## src/rtl/bankDecPkg.sv

```systemverilog
package bankDecPkg;
  typedef struct packed {
    logic ramHit;
    logic flashHit;
    logic periphHit;
    logic bankLoad;
  } regionStrobesT;
endpackage

```

## src/rtl/decodeCtl.sv

```systemverilog
module decodeCtl
  import bankDecPkg::*;
#(
  parameter int ADDR_W       = 16,
  parameter int PAGE_W       = 8,
  parameter int PERIPH_IDX_W = 3
) (
  input  logic [ADDR_W-1:0] addr,
  input  logic              addrValid,
  input  logic              bankWe,
  output regionStrobesT     strobes
);
  localparam int TOP_BIT = ADDR_W - 1;
  localparam int WIN_LO  = PAGE_W + PERIPH_IDX_W;

  logic topWindow;

  // High when every bit between the peripheral index and the top bit is set
  assign topWindow = &addr[TOP_BIT-1:WIN_LO];

  always_comb begin
    strobes.ramHit    = addrValid & ~addr[TOP_BIT];
    strobes.flashHit  = addrValid &  addr[TOP_BIT] & ~topWindow;
    strobes.periphHit = addrValid &  addr[TOP_BIT] &  topWindow;
    strobes.bankLoad  = bankWe;
  end
endmodule

```

## src/rtl/decodeDatapath.sv

```systemverilog
module decodeDatapath
  import bankDecPkg::*;
#(
  parameter int ADDR_W       = 16,
  parameter int PAGE_W       = 8,
  parameter int PERIPH_IDX_W = 3,
  parameter int BANK_W       = 4
) (
  input  logic                        clk,
  input  logic                        rstN,
  input  logic [ADDR_W-1:0]           addr,
  input  regionStrobesT               strobes,
  input  logic [BANK_W-1:0]           bankWData,
  input  logic                        rdN,
  input  logic                        fetchN,
  output logic                        ramSelN,
  output logic                        flashSelN,
  output logic [(1<<PERIPH_IDX_W)-1:0] periphSelN,
  output logic                        rdMergedN,
  output logic [BANK_W-1:0]           flashHiAddr
);
  localparam int N_PERIPH = 1 << PERIPH_IDX_W;

  logic [BANK_W-1:0]       bankQ;
  logic [PERIPH_IDX_W-1:0] periphIdx;

  assign periphIdx = addr[PAGE_W +: PERIPH_IDX_W];

  always_ff @(posedge clk or negedge rstN) begin
    if (!rstN)                 bankQ <= '0;
    else if (strobes.bankLoad) bankQ <= bankWData;
  end

  assign flashHiAddr = bankQ;
  assign ramSelN     = ~strobes.ramHit;
  assign flashSelN   = ~strobes.flashHit;
  // Active-low AND: either strobe low pulls the merged read low
  assign rdMergedN   = rdN & fetchN;

  for (genvar g = 0; g < N_PERIPH; g++) begin : gPeriph
    assign periphSelN[g] = ~(strobes.periphHit && (periphIdx == PERIPH_IDX_W'(g)));
  end

  AST_PERIPH_SINGLE: assert property (@(posedge clk) disable iff (!rstN)
    strobes.periphHit |-> ($countones(~periphSelN) == 1 && !periphSelN[periphIdx]));
  AST_PERIPH_IDLE: assert property (@(posedge clk) disable iff (!rstN)
    !strobes.periphHit |-> (&periphSelN));
  AST_FETCH_MERGE: assert property (@(posedge clk) disable iff (!rstN)
    (!fetchN || !rdN) |-> !rdMergedN);
  AST_BANK_LOAD: assert property (@(posedge clk) disable iff (!rstN)
    strobes.bankLoad |=> (flashHiAddr == $past(bankWData)));
  AST_BANK_HOLD: assert property (@(posedge clk) disable iff (!rstN)
    !strobes.bankLoad |=> $stable(flashHiAddr));
  AST_BANK_RESET: assert property (@(posedge clk)
    !rstN |-> (bankQ == '0));
endmodule

```

## src/rtl/bankedSelectDecoder.sv

```systemverilog
module bankedSelectDecoder
  import bankDecPkg::*;
#(
  parameter int ADDR_W       = 16,
  parameter int PAGE_W       = 8,
  parameter int PERIPH_IDX_W = 3,
  parameter int BANK_W       = 4
) (
  input  logic                          clk,
  input  logic                          rstN,
  input  logic [ADDR_W-1:0]             addr,
  input  logic                          addrValid,
  input  logic                          rdN,
  input  logic                          wrN,
  input  logic                          fetchN,
  input  logic                          bankWe,
  input  logic [BANK_W-1:0]             bankWData,
  output logic                          ramSelN,
  output logic                          flashSelN,
  output logic [(1<<PERIPH_IDX_W)-1:0]  periphSelN,
  output logic                          rdMergedN,
  output logic [BANK_W-1:0]             flashHiAddr
);
  localparam int TOP_BIT = ADDR_W - 1;
  localparam int WIN_LO  = PAGE_W + PERIPH_IDX_W;

  regionStrobesT strobes;

  decodeCtl #(
    .ADDR_W(ADDR_W), .PAGE_W(PAGE_W), .PERIPH_IDX_W(PERIPH_IDX_W)
  ) i_ctl (
    .addr(addr), .addrValid(addrValid), .bankWe(bankWe), .strobes(strobes)
  );

  decodeDatapath #(
    .ADDR_W(ADDR_W), .PAGE_W(PAGE_W), .PERIPH_IDX_W(PERIPH_IDX_W), .BANK_W(BANK_W)
  ) i_dp (
    .clk(clk), .rstN(rstN), .addr(addr), .strobes(strobes),
    .bankWData(bankWData), .rdN(rdN), .fetchN(fetchN),
    .ramSelN(ramSelN), .flashSelN(flashSelN), .periphSelN(periphSelN),
    .rdMergedN(rdMergedN), .flashHiAddr(flashHiAddr)
  );

  AST_RAM_LOWER: assert property (@(posedge clk) disable iff (!rstN)
    (addrValid && !addr[TOP_BIT]) |-> !ramSelN);
  AST_FLASH_WINDOW: assert property (@(posedge clk) disable iff (!rstN)
    (addrValid && addr[TOP_BIT] && !(&addr[TOP_BIT-1:WIN_LO])) |-> !flashSelN);
  AST_ONE_SELECT: assert property (@(posedge clk) disable iff (!rstN)
    $countones({~ramSelN, ~flashSelN, ~periphSelN}) <= 1);
  AST_IDLE_RELEASE: assert property (@(posedge clk) disable iff (!rstN)
    !addrValid |-> (ramSelN && flashSelN && (&periphSelN)));
  AST_WR_NO_SELECT: assert property (@(posedge clk) disable iff (!rstN)
    ($stable(addr) && $stable(addrValid)) |-> ($stable(ramSelN) && $stable(flashSelN) && $stable(periphSelN)));
endmodule

```

## config.mk

```make
export PLATFORM = sky130hd
export DESIGN_NAME = bankedSelectDecoder
export DESIGN_NICKNAME = d
export VERILOG_FILES = /design/src/rtl/bankDecPkg.sv /design/src/rtl/decodeCtl.sv /design/src/rtl/decodeDatapath.sv /design/src/rtl/bankedSelectDecoder.sv
export SDC_FILE = /design/constraint.sdc
export NUM_CORES = 1
export LEC_CHECK = 0
export BUFFER_PORTS_ARGS = -buffer_cell sky130_fd_sc_hd__buf_2
export CORE_AREA = 5 5 42 44
export DETAILED_ROUTE_END_ITERATION = 10
export DIE_AREA = 0 0 47 49
export HOLD_SLACK_MARGIN = 0.08
export PLACE_DENSITY_LB_ADDON = 0.08
export SLEW_MARGIN = 5
export SYNTH_ARGS = -nofsm -noshare
export SYNTH_HDL_FRONTEND = slang
export SYNTH_SLANG_ARGS = --single-unit
```

## constraint.sdc

```tcl
create_clock -name clk -period 1 [get_ports clk]
set_clock_uncertainty 0.15 [all_clocks]
set_input_delay 0.1 -clock clk [delete_from_list [all_inputs] [get_ports clk]]
set_output_delay 0.1 -clock clk [all_outputs]
set_load 0.1 [all_outputs]
```

==> results.cfg, run 1 <==
[power]
finalPower_uw = 811
p_leak_nw = 0.365
powerDensity_nw_per_um2 = 976
ir_drop_uv = 964

[critical_path]
cp.arrival_ns = 0.88
cp-endpoint = flashHiAddr[3]
worstPathMaxFanout = 2
cp-end-kind = output port
crit_slowest_cell = dfrtp_4
start_kind = flip-flop
required_ns = 0.75
slowest_delay_ns = 0.48
r2r_slack_ns = -0.02
cp-startpoint = i_dp.flashHiAddr[3]$_DFFE_PN0P_
worst-path-stages = 1
crit_path_cell_trace = buf_12
reg2regPathDepth = 1
worstSetupPathType = flip-flop to output port
r2r-start = i_dp.flashHiAddr[3]$_DFFE_PN0P_
r2r_end = i_dp.flashHiAddr[3]$_DFFE_PN0P_
cp_num_buf_inv = 1
critical-path-top-delay-family = flip-flops

[drt]
drt_pre_antenna_iters = 1
ant_nets = 0
vias = 381
route.detailed.drc = 0
drt-total-wl_um = 1150
vias_per_cell = 4.82
drt_iter0_markers = 0
wl_per_cell_um = 14.5

[placed_design]
portBuffers = 32
place_area_um2 = 689
gp_congestion = 0.614
dpl.hpwl_um = 812
dpl.cell_count = 74
pre_cts_slack_ns = -0.106

[clocking]
hold_buffers = 1
cts_tree = yes
cts.clk_slew.worst_paths_ns = 0.04
insertion_delay_ns = 0.23
htree_levels = 1
cts.repair_timing.setup_buffer_count = 0
numCtsBuffers = 3
clockRootBuffer = clkbuf_4
clockBufferDepth = 2
clock_sinks = 4

[floorplan]
rows = 14
ios = 42
initial_core_util = 0.187
dieHeight_um = 49
die_w_um = 47
core_area_um2 = 1400
die_area_um2 = 2300

[grt]
grt_usage = 0.107
antenna_found_initial = 0
grt_max_degree = 6
first_global_vias = 414
gr-total-overflow = 0
grt_pass1_wl_um = 1840

[finish]
fin_util = 0.593
largest_reg_flops = 4
fin_cells = 79
area_growth_pct = 218
design_area_um2 = 831
layout-drive-gt1-share = 0.937
antennaDiodeCount = 0
regArea_um2 = 115
fillers = 126
final_net_count = 92
multi_input_comb_area_um2 = 234

[yosys]
syn_avg_cell_area_um2 = 10.1
synth_top_area_share = 0.383
synth-seq-cells = 4
synth_area_leaders = dfrtp_1 (38%), nand3_1 (11%), mux2_1 (8.6%)
synth_cells = 26
syn_area_um2 = 262
synth_nets = 53
yosysSeqAreaShare = 0.383
synth_top_area_cell = dfrtp_1
yosys_warnings = 0
synth.distinct_cells = 14

[sta]
finalWorstSetupSlack_ns = -0.133
rsz0062_at_grt = true
hold_ws_ns = -0.0484
fin_crit_ns = 1.13
worst_pin_slew_ns = 0.146
tns_ns = -0.885
maxSlewViolCount = 0
max_slew_margin = 0.902
fin_crit_sh = 1.13
fmax_mhz = 883
finalHoldViolCount = 4
setup_viol = 14

[worst_hold_path]
hold_path_class = input pin to flip-flop

[status]
violations = negative hold slack, negative setup slack
status = finished with violations

[run]
maxCapViolations = 0
==> cells by family (layout without fill, tap and decap cells) <==
logic type	Yosys count	count (layout)	share of synthesized area
simple gates	17	18	0.402
mux	4	4	0.172
flops	4	4	0.383
buf+inv	1	37	0.0431
==> cell usage after synthesis <==
master / count
nand3b_1: 1
and4_4: 1
dfrtp_1: 4
nor2b_1: 2
nand2b_1: 1
nor2_1: 1
nand4_1: 2
buf_6: 1
and3_1: 1
and3b_1: 1
and2_1: 1
nand3_1: 6
mux2_1: 2
mux2_2: 2
==> cell type report <==
cell class,instances,area share
timing repair buffer,34,0.529
multi-input combinational,22,0.282
sequential,4,0.139
clock buffer,3,0.0271
tap,16,0.0241
==> metal layers <==
layer	GRT usage	share of wire	up-vias
li1	-	-	175
met1	0.126	0.37	189
met2	0.181	0.55	17
met3	0.0295	0.084	0
met4	0.0276	0	0
met5	0	0	-
==> power by group <==
part / switching, mW / internal [mW]
registers: 0.0178 / 0.190
logic: 0.241 / 0.170
clock network: 0.0587 / 0.134
==> cell usage in the layout, fill, tap and decap left out <==
cell type / count
mux2_4: 2
dfrtp_4: 4
nand3_2: 5
nand3_4: 1
mux2_2: 2
and3b_2: 1
dlygate4sd3_1: 1
buf_6: 5
and4_4: 2
clkbuf_4: 4
buf_2: 10
and2_2: 1
nor2_2: 1
nand4_1: 2
nand3b_1: 1
and3_4: 1
nor2b_4: 2
buf_12: 15
nand2b_2: 1
buf_4: 2
==> timing repair <==
item	in CTS	in global routing
endpoints found under the hold margin	8	8
gates resized for setup	13	10
endpoints found under the setup margin	17	17
cloned	1	0
pin swaps	5	2
==> worst min path at each step <==
stage | startpoint | to | cells past startpoint
floorplan | rstN | i_dp.flashHiAddr[0]$_DFFE_PN0P_ | 0
global placement | rstN | i_dp.flashHiAddr[1]$_DFFE_PN0P_ | 1
detailed placement | rstN | i_dp.flashHiAddr[1]$_DFFE_PN0P_ | 1
CTS | bankWData[2] | i_dp.flashHiAddr[2]$_DFFE_PN0P_ | 2
global route | bankWData[0] | i_dp.flashHiAddr[0]$_DFFE_PN0P_ | 2
finish | bankWData[2] | i_dp.flashHiAddr[2]$_DFFE_PN0P_ | 2
(Power assumes the default switching activity.)
==> run 2: changes to the inputs <==
--- a/config.mk
+++ b/config.mk
@@ -6,9 +6,11 @@
 export NUM_CORES = 1
 export LEC_CHECK = 0
 export BUFFER_PORTS_ARGS = -buffer_cell sky130_fd_sc_hd__buf_2
-export CORE_AREA = 5 5 42 44
+export CELL_PAD_IN_SITES_DETAIL_PLACEMENT = 1
+export CELL_PAD_IN_SITES_GLOBAL_PLACEMENT = 1
+export CORE_MARGIN = 5
+export CORE_UTILIZATION = 15
 export DETAILED_ROUTE_END_ITERATION = 10
-export DIE_AREA = 0 0 47 49
 export HOLD_SLACK_MARGIN = 0.08
 export PLACE_DENSITY_LB_ADDON = 0.08
 export SLEW_MARGIN = 5
==> results.cfg, run 2 (synthesis gave the netlist of run 1 again) <==
[clocking]
hold_buffers = 1
cts_tree = yes
clockBufferDepth = 2
clock_sinks = 4
insertion_delay_ns = 0.23
numCtsBuffers = 3
clockRootBuffer = clkbuf_4
cts.clk_slew.worst_paths_ns = 0.04
htree_levels = 1

[sta]
worst_pin_slew_ns = 0.192
finalHoldViolCount = 4
fin_crit_sh = 1.14
fmax_mhz = 879
tns_ns = -0.934
rsz0062_at_grt = true
setup_viol = 14
max_slew_margin = 0.872
finalWorstSetupSlack_ns = -0.138
hold_ws_ns = -0.0461
fin_crit_ns = 1.14
maxSlewViolCount = 0

[critical_path]
worstPathMaxFanout = 2
cp-end-kind = output port
cp_num_buf_inv = 1
slowest_delay_ns = 0.48
cp.arrival_ns = 0.89
crit_path_cell_trace = buf_12
start_kind = flip-flop
crit_slowest_cell = dfrtp_4
required_ns = 0.75
worst-path-stages = 1
worstSetupPathType = flip-flop to output port
reg2regPathDepth = 1
critical-path-top-delay-family = flip-flops

[finish]
final_cell_mix = buf_12 (15), buf_6 (9), buf_2 (8), clkbuf_4 (5), dfrtp_4 (4)
fin_util = 0.531
area_growth_pct = 243
antennaDiodeCount = 0
fin_cells = 84
mostFrequentLayoutCell = buf_12
design_area_um2 = 897
layout-drive-gt1-share = 0.940
final_net_count = 96
largest_reg_flops = 4

[drt]
route.detailed.drc = 0
wl_per_cell_um = 14.2
vias_per_cell = 4.69
drt-total-wl_um = 1200
vias = 394
drt_iter0_markers = 2
drt_pre_antenna_iters = 3
ant_nets = 0

[floorplan]
core_area_um2 = 1690
die_area_um2 = 2680
die_w_um = 51.8
dieHeight_um = 51.8
ios = 42
rows = 15
initial_core_util = 0.155

[power]
p_leak_nw = 0.391
powerDensity_nw_per_um2 = 931
ir_drop_uv = 328
finalPower_uw = 835

[grt]
antenna_found_initial = 0
first_global_vias = 432
grt_usage = 0.0924
grt_max_degree = 6
grt_pass1_wl_um = 1810
gr-total-overflow = 0

[placed_design]
portBuffers = 32
pre_cts_slack_ns = -0.114
place_area_um2 = 706
dpl.cell_count = 77
gp_congestion = 0.684

[run]
maxCapViolations = 0

[status]
violations = negative hold slack, negative setup slack
status = finished with violations

[worst_hold_path]
hold_path_class = input pin to flip-flop
worstHoldPathCells = 2
-- run 2: changes by cell type in the layout (fill, tap and decap cells not counted) --
cell,before,now
clkbuf_4,4,5
nand3_4,1,3
buf_6,5,9
nand3_2,5,3
buf_2,10,8
buf_4,2,3
-- run 2: power breakdown --
part	total [mW]	switching, mW	internal, mW
Clock	0.198	0.0635	0.134
Combinational	0.431	0.245	0.185
Sequential	0.207	0.0172	0.190
Total	0.835	0.326	0.509
-- run 2: path summary, 6_finish.rpt --
path	start	to	slack (ns)
min reg2reg	i_dp.flashHiAddr[0]$_DFFE_PN0P_	i_dp.flashHiAddr[0]$_DFFE_PN0P_	0.44
min in group asynchronous	rstN	i_dp.flashHiAddr[2]$_DFFE_PN0P_	0.06
max	i_dp.flashHiAddr[3]$_DFFE_PN0P_	flashHiAddr[3]	-0.14
max in group asynchronous	rstN	i_dp.flashHiAddr[3]$_DFFE_PN0P_	0.50
min	bankWData[3]	i_dp.flashHiAddr[3]$_DFFE_PN0P_	-0.05
max reg2reg	i_dp.flashHiAddr[3]$_DFFE_PN0P_	i_dp.flashHiAddr[3]$_DFFE_PN0P_	-0.02
-- run 2: repair_timing --
| action | 4_1_cts | 5_1_grt |
|---|---|---|
| endpoints found under the setup margin | 17 | 17 |
| cloned | 1 | 0 |
| pin swaps | 6 | 3 |
| resized for setup | 16 | 12 |
| hold endpoints to repair | 8 | 8 |
| buffers inserted | 0 | 2 |
-- run 2: per-layer routing --
layer,vias up,track usage,wire [µm]
met3,0,0.0430,126
met2,19,0.157,649
li1,183,-,-
met5,-,0,0
met4,0,0.0655,0
met1,192,0.0871,420
-- run 2: layout make-up --
| cell class | count | area (µm²) |
|---|---|---|
| fillers | 176 | 792 |
| repair buffers | 38 | 489 |
| multi-input cells | 22 | 249 |
| flip-flops and latches | 4 | 115 |
| clock buffers | 3 | 22.5 |
| well taps | 17 | 21.3 |
